[src/rtl/card_uart_pkg.sv]
package card_uart_pkg;

    typedef enum logic [2:0] {
        RX_IDLE,
        RX_START,
        RX_DATA,
        RX_PAR,
        RX_STOP
    } rx_state_e;

    localparam int FRAME_EXTRA = 3;  // start, parity, stop

endpackage

[src/rtl/card_uart_tx.sv]
module card_uart_tx
    import card_uart_pkg::*;
#(
    parameter int DATA_W = 8,
    parameter int OVS    = 16
) (
    input  logic              clk,
    input  logic              rst_n,
    input  logic              sample_en,
    input  logic              wr_en,
    input  logic [DATA_W-1:0] wr_data,
    output logic              busy_o,
    output logic              low_o,
    output logic              done_o
);
    localparam int FRAME_W = DATA_W + FRAME_EXTRA;
    localparam int CNT_W   = (OVS > 1) ? $clog2(OVS) : 1;
    localparam int IDX_W   = $clog2(FRAME_W);

    typedef struct packed {
        logic               busy;
        logic [FRAME_W-1:0] shreg;
        logic [CNT_W-1:0]   cnt;
        logic [IDX_W-1:0]   idx;
        logic               done;
    } tx_regs_t;

    tx_regs_t tx_q, tx_d;

    always_comb begin
        tx_d      = tx_q;
        tx_d.done = 1'b0;
        if (!tx_q.busy) begin
            if (wr_en) begin
                tx_d.busy  = 1'b1;
                tx_d.shreg = {1'b1, ^wr_data, wr_data, 1'b0};
                tx_d.cnt   = '0;
                tx_d.idx   = '0;
            end
        end else if (sample_en) begin
            if (tx_q.cnt == CNT_W'(OVS - 1)) begin
                tx_d.cnt   = '0;
                tx_d.shreg = {1'b1, tx_q.shreg[FRAME_W-1:1]};
                if (tx_q.idx == IDX_W'(FRAME_W - 1)) begin
                    tx_d.busy = 1'b0;
                    tx_d.done = 1'b1;
                end else begin
                    tx_d.idx = tx_q.idx + 1'b1;
                end
            end else begin
                tx_d.cnt = tx_q.cnt + 1'b1;
            end
        end
    end

    always_ff @(posedge clk or negedge rst_n) begin
        if (!rst_n) begin
            tx_q       <= '0;
            tx_q.shreg <= '1;
        end else begin
            tx_q <= tx_d;
        end
    end

    assign busy_o = tx_q.busy;
    assign low_o  = tx_q.busy & ~tx_q.shreg[0];
    assign done_o = tx_q.done;

    AST_DONE_AFTER_BUSY: assert property (@(posedge clk) disable iff (!rst_n)
        done_o |-> $past(busy_o)) else $error("done without busy");

endmodule

[src/rtl/card_uart_rx.sv]
module card_uart_rx
    import card_uart_pkg::*;
#(
    parameter int DATA_W = 8,
    parameter int OVS    = 16
) (
    input  logic              clk,
    input  logic              rst_n,
    input  logic              sample_en,
    input  logic              line_i,
    input  logic              block_i,
    output logic              line_s_o,
    output logic              valid_o,
    output logic [DATA_W-1:0] data_o,
    output logic              par_ok_o
);
    localparam int CNT_W = (OVS > 1) ? $clog2(OVS) : 1;
    localparam int IDX_W = (DATA_W > 1) ? $clog2(DATA_W) : 1;
    localparam int HALF  = (OVS / 2 > 0) ? OVS / 2 : 1;

    typedef struct packed {
        logic [1:0]        sync;
        rx_state_e         state;
        logic [CNT_W-1:0]  cnt;
        logic [IDX_W-1:0]  idx;
        logic [DATA_W-1:0] shreg;
        logic              par;
        logic              valid;
        logic [DATA_W-1:0] data;
        logic              par_ok;
    } rx_regs_t;

    rx_regs_t rx_q, rx_d;
    logic     line_s;

    assign line_s = rx_q.sync[1];

    always_comb begin
        rx_d       = rx_q;
        rx_d.valid = 1'b0;
        rx_d.sync  = {rx_q.sync[0], line_i};
        unique case (rx_q.state)
            RX_IDLE: begin
                if (!line_s && !block_i) begin
                    rx_d.state = RX_START;
                    rx_d.cnt   = '0;
                end
            end
            RX_START: begin
                if (sample_en) begin
                    if (rx_q.cnt == CNT_W'(HALF - 1)) begin
                        rx_d.cnt = '0;
                        rx_d.idx = '0;
                        rx_d.state = line_s ? RX_IDLE : RX_DATA;
                    end else begin
                        rx_d.cnt = rx_q.cnt + 1'b1;
                    end
                end
            end
            RX_DATA: begin
                if (sample_en) begin
                    if (rx_q.cnt == CNT_W'(OVS - 1)) begin
                        rx_d.cnt   = '0;
                        rx_d.shreg = {line_s, rx_q.shreg[DATA_W-1:1]};
                        if (rx_q.idx == IDX_W'(DATA_W - 1)) begin
                            rx_d.state = RX_PAR;
                        end else begin
                            rx_d.idx = rx_q.idx + 1'b1;
                        end
                    end else begin
                        rx_d.cnt = rx_q.cnt + 1'b1;
                    end
                end
            end
            RX_PAR: begin
                if (sample_en) begin
                    if (rx_q.cnt == CNT_W'(OVS - 1)) begin
                        rx_d.cnt   = '0;
                        rx_d.par   = line_s;
                        rx_d.state = RX_STOP;
                    end else begin
                        rx_d.cnt = rx_q.cnt + 1'b1;
                    end
                end
            end
            RX_STOP: begin
                if (sample_en) begin
                    if (rx_q.cnt == CNT_W'(OVS - 1)) begin
                        rx_d.cnt    = '0;
                        rx_d.valid  = 1'b1;
                        rx_d.data   = rx_q.shreg;
                        rx_d.par_ok = ((^rx_q.shreg) == rx_q.par);
                        rx_d.state  = RX_IDLE;
                    end else begin
                        rx_d.cnt = rx_q.cnt + 1'b1;
                    end
                end
            end
            default: rx_d.state = RX_IDLE;
        endcase
    end

    always_ff @(posedge clk or negedge rst_n) begin
        if (!rst_n) begin
            rx_q       <= '0;
            rx_q.sync  <= 2'b11;
            rx_q.state <= RX_IDLE;
        end else begin
            rx_q <= rx_d;
        end
    end

    assign line_s_o = line_s;
    assign valid_o  = rx_q.valid;
    assign data_o   = rx_q.data;
    assign par_ok_o = rx_q.par_ok;

    AST_RX_HOLD_OFF: assert property (@(posedge clk) disable iff (!rst_n)
        (rx_q.state == RX_IDLE && block_i) |=> (rx_q.state == RX_IDLE))
        else $error("receiver left idle while blocked");

endmodule

[src/rtl/card_uart_hold.sv]
module card_uart_hold #(
    parameter int DATA_W = 8
) (
    input  logic              clk,
    input  logic              rst_n,
    input  logic              rx_valid,
    input  logic [DATA_W-1:0] rx_data,
    input  logic              rx_par_ok,
    input  logic              rd_en,
    input  logic              err_en,
    output logic [DATA_W-1:0] data_o,
    output logic              full_o,
    output logic              par_err_o,
    output logic              ovr_o,
    output logic              err_drive_o,
    output logic              irq_o
);
    typedef struct packed {
        logic [DATA_W-1:0] data;
        logic              full;
        logic              par_err;
        logic              ovr;
        logic              err_drive;
        logic              irq;
    } hold_regs_t;

    hold_regs_t h_q, h_d;

    always_comb begin
        h_d     = h_q;
        h_d.irq = 1'b0;
        if (rd_en) begin
            h_d.full      = 1'b0;
            h_d.par_err   = 1'b0;
            h_d.ovr       = 1'b0;
            h_d.err_drive = 1'b0;
        end
        if (rx_valid) begin
            h_d.irq = 1'b1;
            if (h_q.full && !rd_en) begin
                h_d.ovr = 1'b1;
            end else begin
                h_d.data      = rx_data;
                h_d.full      = 1'b1;
                h_d.par_err   = ~rx_par_ok;
                h_d.err_drive = ~rx_par_ok & err_en;
            end
        end
    end

    always_ff @(posedge clk or negedge rst_n) begin
        if (!rst_n) begin
            h_q <= '0;
        end else begin
            h_q <= h_d;
        end
    end

    assign data_o      = h_q.data;
    assign full_o      = h_q.full;
    assign par_err_o   = h_q.par_err;
    assign ovr_o       = h_q.ovr;
    assign err_drive_o = h_q.err_drive;
    assign irq_o       = h_q.irq;

    AST_OVR_KEEPS_DATA: assert property (@(posedge clk) disable iff (!rst_n)
        (rx_valid && full_o && !rd_en) |=> ($stable(data_o) && ovr_o))
        else $error("overrun replaced data");
    AST_READ_CLEARS: assert property (@(posedge clk) disable iff (!rst_n)
        (rd_en && !rx_valid) |=> (!full_o && !par_err_o && !err_drive_o && !ovr_o))
        else $error("read did not clear");

endmodule

[src/rtl/card_uart.sv]
module card_uart
    import card_uart_pkg::*;
#(
    parameter int DATA_W = 8,
    parameter int OVS    = 16
) (
    input  logic              clk,
    input  logic              rst_n,
    input  logic              sample_en,
    input  logic              line_i,
    output logic              line_drive,
    input  logic              wr_en,
    input  logic [DATA_W-1:0] wr_data,
    input  logic              rd_en,
    output logic [DATA_W-1:0] rd_data,
    input  logic              err_sig_en,
    output logic              tx_busy,
    output logic              tx_done_irq,
    output logic              rx_irq,
    output logic              rx_full,
    output logic              parity_err,
    output logic              overrun,
    output logic              line_level
);
    logic              tx_low;
    logic              rx_valid;
    logic [DATA_W-1:0] rx_data;
    logic              rx_par_ok;
    logic              err_drive;

    card_uart_tx #(.DATA_W(DATA_W), .OVS(OVS)) u_tx (
        .clk       (clk),
        .rst_n     (rst_n),
        .sample_en (sample_en),
        .wr_en     (wr_en),
        .wr_data   (wr_data),
        .busy_o    (tx_busy),
        .low_o     (tx_low),
        .done_o    (tx_done_irq)
    );

    card_uart_rx #(.DATA_W(DATA_W), .OVS(OVS)) u_rx (
        .clk       (clk),
        .rst_n     (rst_n),
        .sample_en (sample_en),
        .line_i    (line_i),
        .block_i   (tx_busy | err_drive),
        .line_s_o  (line_level),
        .valid_o   (rx_valid),
        .data_o    (rx_data),
        .par_ok_o  (rx_par_ok)
    );

    card_uart_hold #(.DATA_W(DATA_W)) u_hold (
        .clk         (clk),
        .rst_n       (rst_n),
        .rx_valid    (rx_valid),
        .rx_data     (rx_data),
        .rx_par_ok   (rx_par_ok),
        .rd_en       (rd_en),
        .err_en      (err_sig_en),
        .data_o      (rd_data),
        .full_o      (rx_full),
        .par_err_o   (parity_err),
        .ovr_o       (overrun),
        .err_drive_o (err_drive),
        .irq_o       (rx_irq)
    );

    assign line_drive = tx_low | (err_drive & err_sig_en);

    AST_NO_DRIVE_WHEN_OFF: assert property (@(posedge clk) disable iff (!rst_n)
        (!err_sig_en && !tx_busy) |-> !line_drive)
        else $error("wire driven with signaling off");
    AST_ERR_ONLY_ON_PARITY: assert property (@(posedge clk) disable iff (!rst_n)
        (line_drive && !tx_busy) |-> parity_err)
        else $error("idle drive without parity error");

endmodule

[config.mk]
export PLATFORM = sky130hd
export DESIGN_NAME = card_uart
export DESIGN_NICKNAME = d
export VERILOG_FILES = /design/src/rtl/card_uart_pkg.sv /design/src/rtl/card_uart_tx.sv /design/src/rtl/card_uart_rx.sv /design/src/rtl/card_uart_hold.sv /design/src/rtl/card_uart.sv
export SDC_FILE = /design/constraint.sdc
export NUM_CORES = 1
export LEC_CHECK = 0
export ABC_CLOCK_PERIOD_IN_PS = 4900
export BUFFER_PORTS_ARGS = -buffer_cell sky130_fd_sc_hd__buf_2
export CAP_MARGIN = 15
export CELL_PAD_IN_SITES_DETAIL_PLACEMENT = 0
export CELL_PAD_IN_SITES_GLOBAL_PLACEMENT = 1
export CORE_UTILIZATION = 50
export DETAILED_ROUTE_END_ITERATION = 12
export GPL_TIMING_DRIVEN = 0
export HOLD_SLACK_MARGIN = 0.06
export PLACE_DENSITY_LB_ADDON = 0.1
export SLEW_MARGIN = 40
export SYNTH_ARGS = -nofsm -noshare
export SYNTH_HDL_FRONTEND = slang
export SYNTH_SLANG_ARGS = --single-unit
export TNS_END_PERCENT = 10
[constraint.sdc]
create_clock -name clk -period 4.9 [get_ports clk]
set_input_delay 0.245 -clock clk [delete_from_list [all_inputs] [get_ports clk]]
set_output_delay 0.245 -clock clk [all_outputs]
set_load 0.005 [all_outputs]
Word level (Yosys, flattened, before mapping)
Cells that the tools add are included.
{"block": "op_classes", "addsub": 4, "n_eq_ne": 24, "muxes": 37, "bitwise_logic": 8, "reduce_logical": 21}
{"op": "$mux W10", "count": 4}
{"op": "$mux W20", "count": 2}
{"op": "$mux W21", "count": 1}
{"op": "$mux W3", "count": 7}
{"op": "$mux W7", "count": 3}
{"op": "$mux W4", "count": 5}
{"op": "$pmux W4 S5", "count": 1}
{"op": "$mux W18", "count": 1}
{"op": "$ne A2 B2 Y1 const B", "count": 8}
{"op": "$reduce_xor A8 Y1", "count": 2}
{"op": "$pmux W3 S5", "count": 1}
{"op": "$add A4 B1 Y4 const B", "count": 3}
{"op": "$eq A4 B4 Y1 const B", "count": 3}
{"op": "$mux W12", "count": 1}
{"op": "$ne A2 B1 Y1 const B", "count": 6}
{"op": "$reduce_and A3 Y1", "count": 4}
{"op": "$reduce_and A6 Y1", "count": 2}
{"op": "$mux W11", "count": 1}
{"op": "$mux W5", "count": 2}
{"op": "$reduce_and A10 Y1", "count": 1}
{"op": "$eq A3 B2 Y1 const B", "count": 2}
{"op": "$eq A3 B3 Y1 const B", "count": 2}
{"op": "$pmux W3 S2", "count": 1}
{"op": "$mux W1", "count": 5}
{"op": "15 further kinds", "count": 26}
{"block": "word_totals", "register_bits": 65, "output_inout_bits": 16, "wordCells": 114}

Logic depth before layout (Yosys ltp)
{"block": "depth", "word_depth": 5, "mapped_depth": 7, "depth_no_buf": 6}

Hierarchy
From an unflattened synthesis, not the netlist that was laid out.
{"block": "hier_totals", "hier_cells": 292, "area_unflattened_um2": 3372.0}
{"mod": "card_uart_rx", "n_inst": 1, "cells_per_inst": 149, "area_each_um2": 1699.1, "seq_area_each_um2": 778.2}
{"mod": "card_uart_tx", "n_inst": 1, "cells_per_inst": 110, "area_each_um2": 1131.1, "seq_area_each_um2": 539.3}
{"mod": "card_uart_hold", "n_inst": 1, "cells_per_inst": 31, "area_each_um2": 526.8, "seq_area_each_um2": 325.3}
{"mod": "card_uart", "n_inst": 1, "cells_per_inst": 2, "area_each_um2": 15.0, "seq_area_each_um2": 0.0}

Least setup slack after synthesis
No wires, ideal clock.
{"block": "synth_timing", "kind": "reg-to-reg", "from": "register u_rx.rx_q[19] (netlist name)", "to": "register u_rx.rx_q[19] (netlist name)", "setup_time_ns": 0.127, "t_arrival_ns": 1.588, "required_ns": 4.773, "setup_slack_ns": 3.185, "path_stages_with_launch": 6, "path_buffers": 0, "synth_period_minus_slack_ns": 1.715, "cell_sequence": "dfrtp_1 > ha_1 > ha_1 > nor3_1 > o211a_2 > mux2_1"}
{"block": "synth_via", "elab_chain_len": 5}
{"item": "start: declaration", "line_no": "card_uart_rx.sv:33", "rtl": "rx_regs_t rx_q, rx_d;"}
{"item": "start signal: assignment", "line_no": "card_uart_rx.sv:109", "rtl": "rx_q <= rx_d;"}
{"item": "$add A3 B1 Y3", "line_no": "card_uart_rx.sv:68", "rtl": "rx_d.idx = rx_q.idx + 1'b1;"}
{"item": "$mux W3", "line_no": "card_uart_rx.sv:65", "rtl": "if (rx_q.idx == IDX_W'(DATA_W - 1)) begin"}
{"item": "$mux W11", "line_no": "card_uart_rx.sv:62", "rtl": "if (rx_q.cnt == CNT_W'(OVS - 1)) begin"}
{"item": "$mux W18", "line_no": "card_uart_rx.sv:61", "rtl": "if (sample_en) begin"}
{"item": "$pmux W3 S2", "line_no": "card_uart_rx.sv:42", "rtl": "unique case (rx_q.state)"}
Parallel ways exist; a longest one is shown, timed or not. The select of a mux whose other input is x is not followed.
A chain may end at the register's enable or synchronous reset.

Worst setup path in the final report
{"block": "layout_timing", "from": "register u_rx.rx_q[19] (netlist name)", "to": "register u_rx.rx_q[21] (netlist name)"}
Same word-level chain as after synthesis.

==> out/metrics.cfg <==
[timing]
finalCriticalPeriod_ns=1.94
finalSetupTns_ns=0
whs_ns=0.122
finalSetupViolations=0
finalMaxSlewViolations=0
fmax_ghz=0.516
finalHoldViolCount=0
rsz0062_at_grt=false
relSlewSlack_pct=65.6
finalCritPeriodShare_pct=39.5
worst-slew-pin-transition_ns=0.516
fin_skew_ns=0.00876

[cells_and_area]
drive_gt1_share_pct=30.8
mostFrequentLayoutCells=52 x dfrtp_1, 34 x buf_2, 32 x nand2_1
antennaDiodeCount=0
fillers=516
layout_commonest_cell=dfrtp_1
areaGrowthSynthToFinish_pct=15.4
final_cell_area_mm2=0.00367
nets=344
final_util_pct=60.9

[critical_path]
cp_max_fo=3
cp_slowest_cell=dfrtp_1
worst-r2r-setup-slack_ns=2.96
worstSetupPathType=reg -> reg
r2r-start=u_rx.rx_q[19]
cpMostUsedCell=ha_1
cp_top_family=flip-flops
reg2reg_depth=5
critical_path_required_ns=5.12
cp-start-kind=flip-flop
timing.rr.end=u_rx.rx_q[21]
arrival_ns=2.15
worst-path-buf-inv=0
slowest_delay_ns=0.40
end_kind=flip-flop
path_cells=ha_1 > ha_1 > nor3_1 > o211a_2 > mux2_1

[detailed_routing]
ant_nets=0
via_count=2185
drtIter0Drc=78
wl_per_cell_um=14.2
viasPerCell=5.42
finalWirelength_um=5730
post-route-drc-count=0
drtPass1Iterations=4

[run_status]
status=finished, final reports clean

[placed_design]
gp_congestion=0.779
portBuffers=30
place_area_mm2=0.00344
dp_hpwl_um=4030

[clock_tree]
root_buffer=clkbuf_8
numCtsBuffers=9
cts_buffer_depth=2
clock_sinks=65
htreeDepth=3
cts_setup_buffers=0
clk_latency_ns=0.34
clkTransAtPathRegs_ns=0.08
cts_tree=yes

[job]
cap_violations=0

[floorplanning]
io_pins=31
die_y_um=81.7
start_util_pct=52.7
dieArea_mm2=0.00668
die_w_um=81.7
core_mm2=0.00603
rows=28

[logic_synthesis]
synth_area_mm2=0.00318
netlist-cell-type-count=53
syn-instance-count=279
syn_avg_cell_area_um2=11.4
yosys_warnings=0
ys_ff_latch=65
ys.flop_type=dfrtp_1
synth_nets=300
synth-edff-count=0
yosysSeqAreaShare_pct=51.7
async_flop_share_pct=100

[global_routing]
grt_pass1_wl_um=9980
grt_pass1_vias=2133
antenna_found_initial=0
gr-total-overflow=0
grt_start_max_net_pins=40
grt.total_usage_pct=20.1

[worst_hold_path]
min_from=rd_en
hold_path_class=in -> reg
hold_depth=2
holdPathEnd=u_hold.ovr_o

[pwr]
p_leak_nw=1.79
vdd_drop_max_mv=0.237
pwr_density_cell_mw_per_mm2=435
total_power_w=0.00159

state kept, by name, summed over array words and instances (netlist names):
register            flops
u_hold.data_o           8
u_hold.err_drive_o      1
u_hold.full_o           1
u_hold.irq_o            1
u_hold.ovr_o            1
u_hold.par_err_o        1
u_rx.data_o             8
u_rx.line_s_o           1
u_rx.par_ok_o           1
u_rx.rx_d               1
u_rx.rx_q              19
u_rx.valid_o            1
u_tx.busy_o             1
u_tx.done_o             1
u_tx.tx_q              19
through the flow:
step           cells  worst slack (ns)
6_report         403              2.96
5_1_grt          403              2.81
4_1_cts          403              2.98
3_5_place_dp     385              3.01
3_3_place_gp     384              3.01
2_1_floorplan    279              3.18
cell usage after synthesis, types with 2 or more instances:
cell type / instances / area [um^2]
nand2b_1: 6 / 37.5
buf_6: 2 / 22.5
mux2i_1: 4 / 40.0
nor2_1: 17 / 63.8
mux2_2: 18 / 203
clkbuf_1: 5 / 18.8
a21oi_1: 5 / 25.0
nor2b_1: 3 / 18.8
a211o_1: 3 / 26.3
dfstp_2: 13 / 342
xor2_1: 6 / 52.6
o21ai_0: 12 / 60.1
and3_1: 3 / 18.8
nand4_1: 3 / 18.8
nand2_1: 32 / 120
a22oi_1: 9 / 67.6
mux2_4: 7 / 105
buf_4: 2 / 15.0
ha_1: 6 / 75.1
nand3_1: 2 / 10.0
nor3_1: 5 / 25.0
and2_1: 5 / 31.3
buf_2: 5 / 25.0
inv_1: 7 / 26.3
nand3b_1: 6 / 45.0
xnor2_1: 12 / 105
mux2_1: 4 / 45.0
dfrtp_1: 52 / 1300
final cells by class:
class | instances | area (um^2) | share of cell area [%]
Sequential cell | 65 | 1640 | 44.8
Multi-Input combinational cell | 193 | 1430 | 38.9
Clock buffer | 9 | 124 | 3.38
Tap cell | 75 | 93.8 | 2.56
Inverter | 7 | 26.3 | 0.716
Clock inverter | 7 | 78.8 | 2.15
Buffer | 14 | 81.3 | 2.22
Timing Repair Buffer | 33 | 193 | 5.25
cell families after synthesis:
group | Yosys count | synth area share (%)
adders and majority gates | 7 | 2.72
xor gates and xnor gates | 19 | 5.67
DFF | 65 | 51.7
AOI/OAI and AO/OA | 45 | 9.84
buffers and inverters | 21 | 3.39
and+or+nand+nor | 89 | 14.3
muxes | 33 | 12.4
worst reg2reg max path: stages, from the launching register on:
cell     delay (ns)
dfrtp_1        0.40
ha_1           0.21
ha_1           0.18
nor3_1         0.38
o211a_2        0.29
mux2_1         0.33
how the worst max path moves through the flow:
stage,startpoint,end,cells past startpoint
5_1_grt,u_rx.rx_q[19],u_rx.rx_q[19],5
3_5_place_dp,u_rx.rx_q[19],u_rx.rx_q[21],5
4_1_cts,u_rx.rx_q[19],u_rx.rx_q[21],5
2_1_floorplan,u_rx.rx_q[19],u_rx.rx_q[19],5
3_3_place_gp,u_rx.rx_q[19],u_rx.rx_q[21],5
6_report,u_rx.rx_q[19],u_rx.rx_q[21],5
repair_timing:
item | in CTS | in global routing
hold buffers | 2 | 0
hold endpoints to repair | 19 | 0
gates resized for setup | 0 | 0
power breakdown:
part | total [W] | internal [W] | switching (W)
Combinational | 0.000409 | 0.000195 | 0.000214
Clock | 0.000463 | 0.000240 | 0.000223
Sequential | 0.000722 | 0.000649 | 0.0000735
routing by layer:
metal | routed length (um) | vias up | part of all wire, % | GRT usage (%)
met4 | 79 | 0 | 1.4 | 8.77
li1 | - | 1067 | - | -
met5 | 0 | - | 0 | 0
met1 | 2710 | 1078 | 47 | 25.7
met3 | 193 | 6 | 3.4 | 5.33
met2 | 2750 | 34 | 48 | 32.0
No activity file was read; power rests on OpenSTA's default activity.
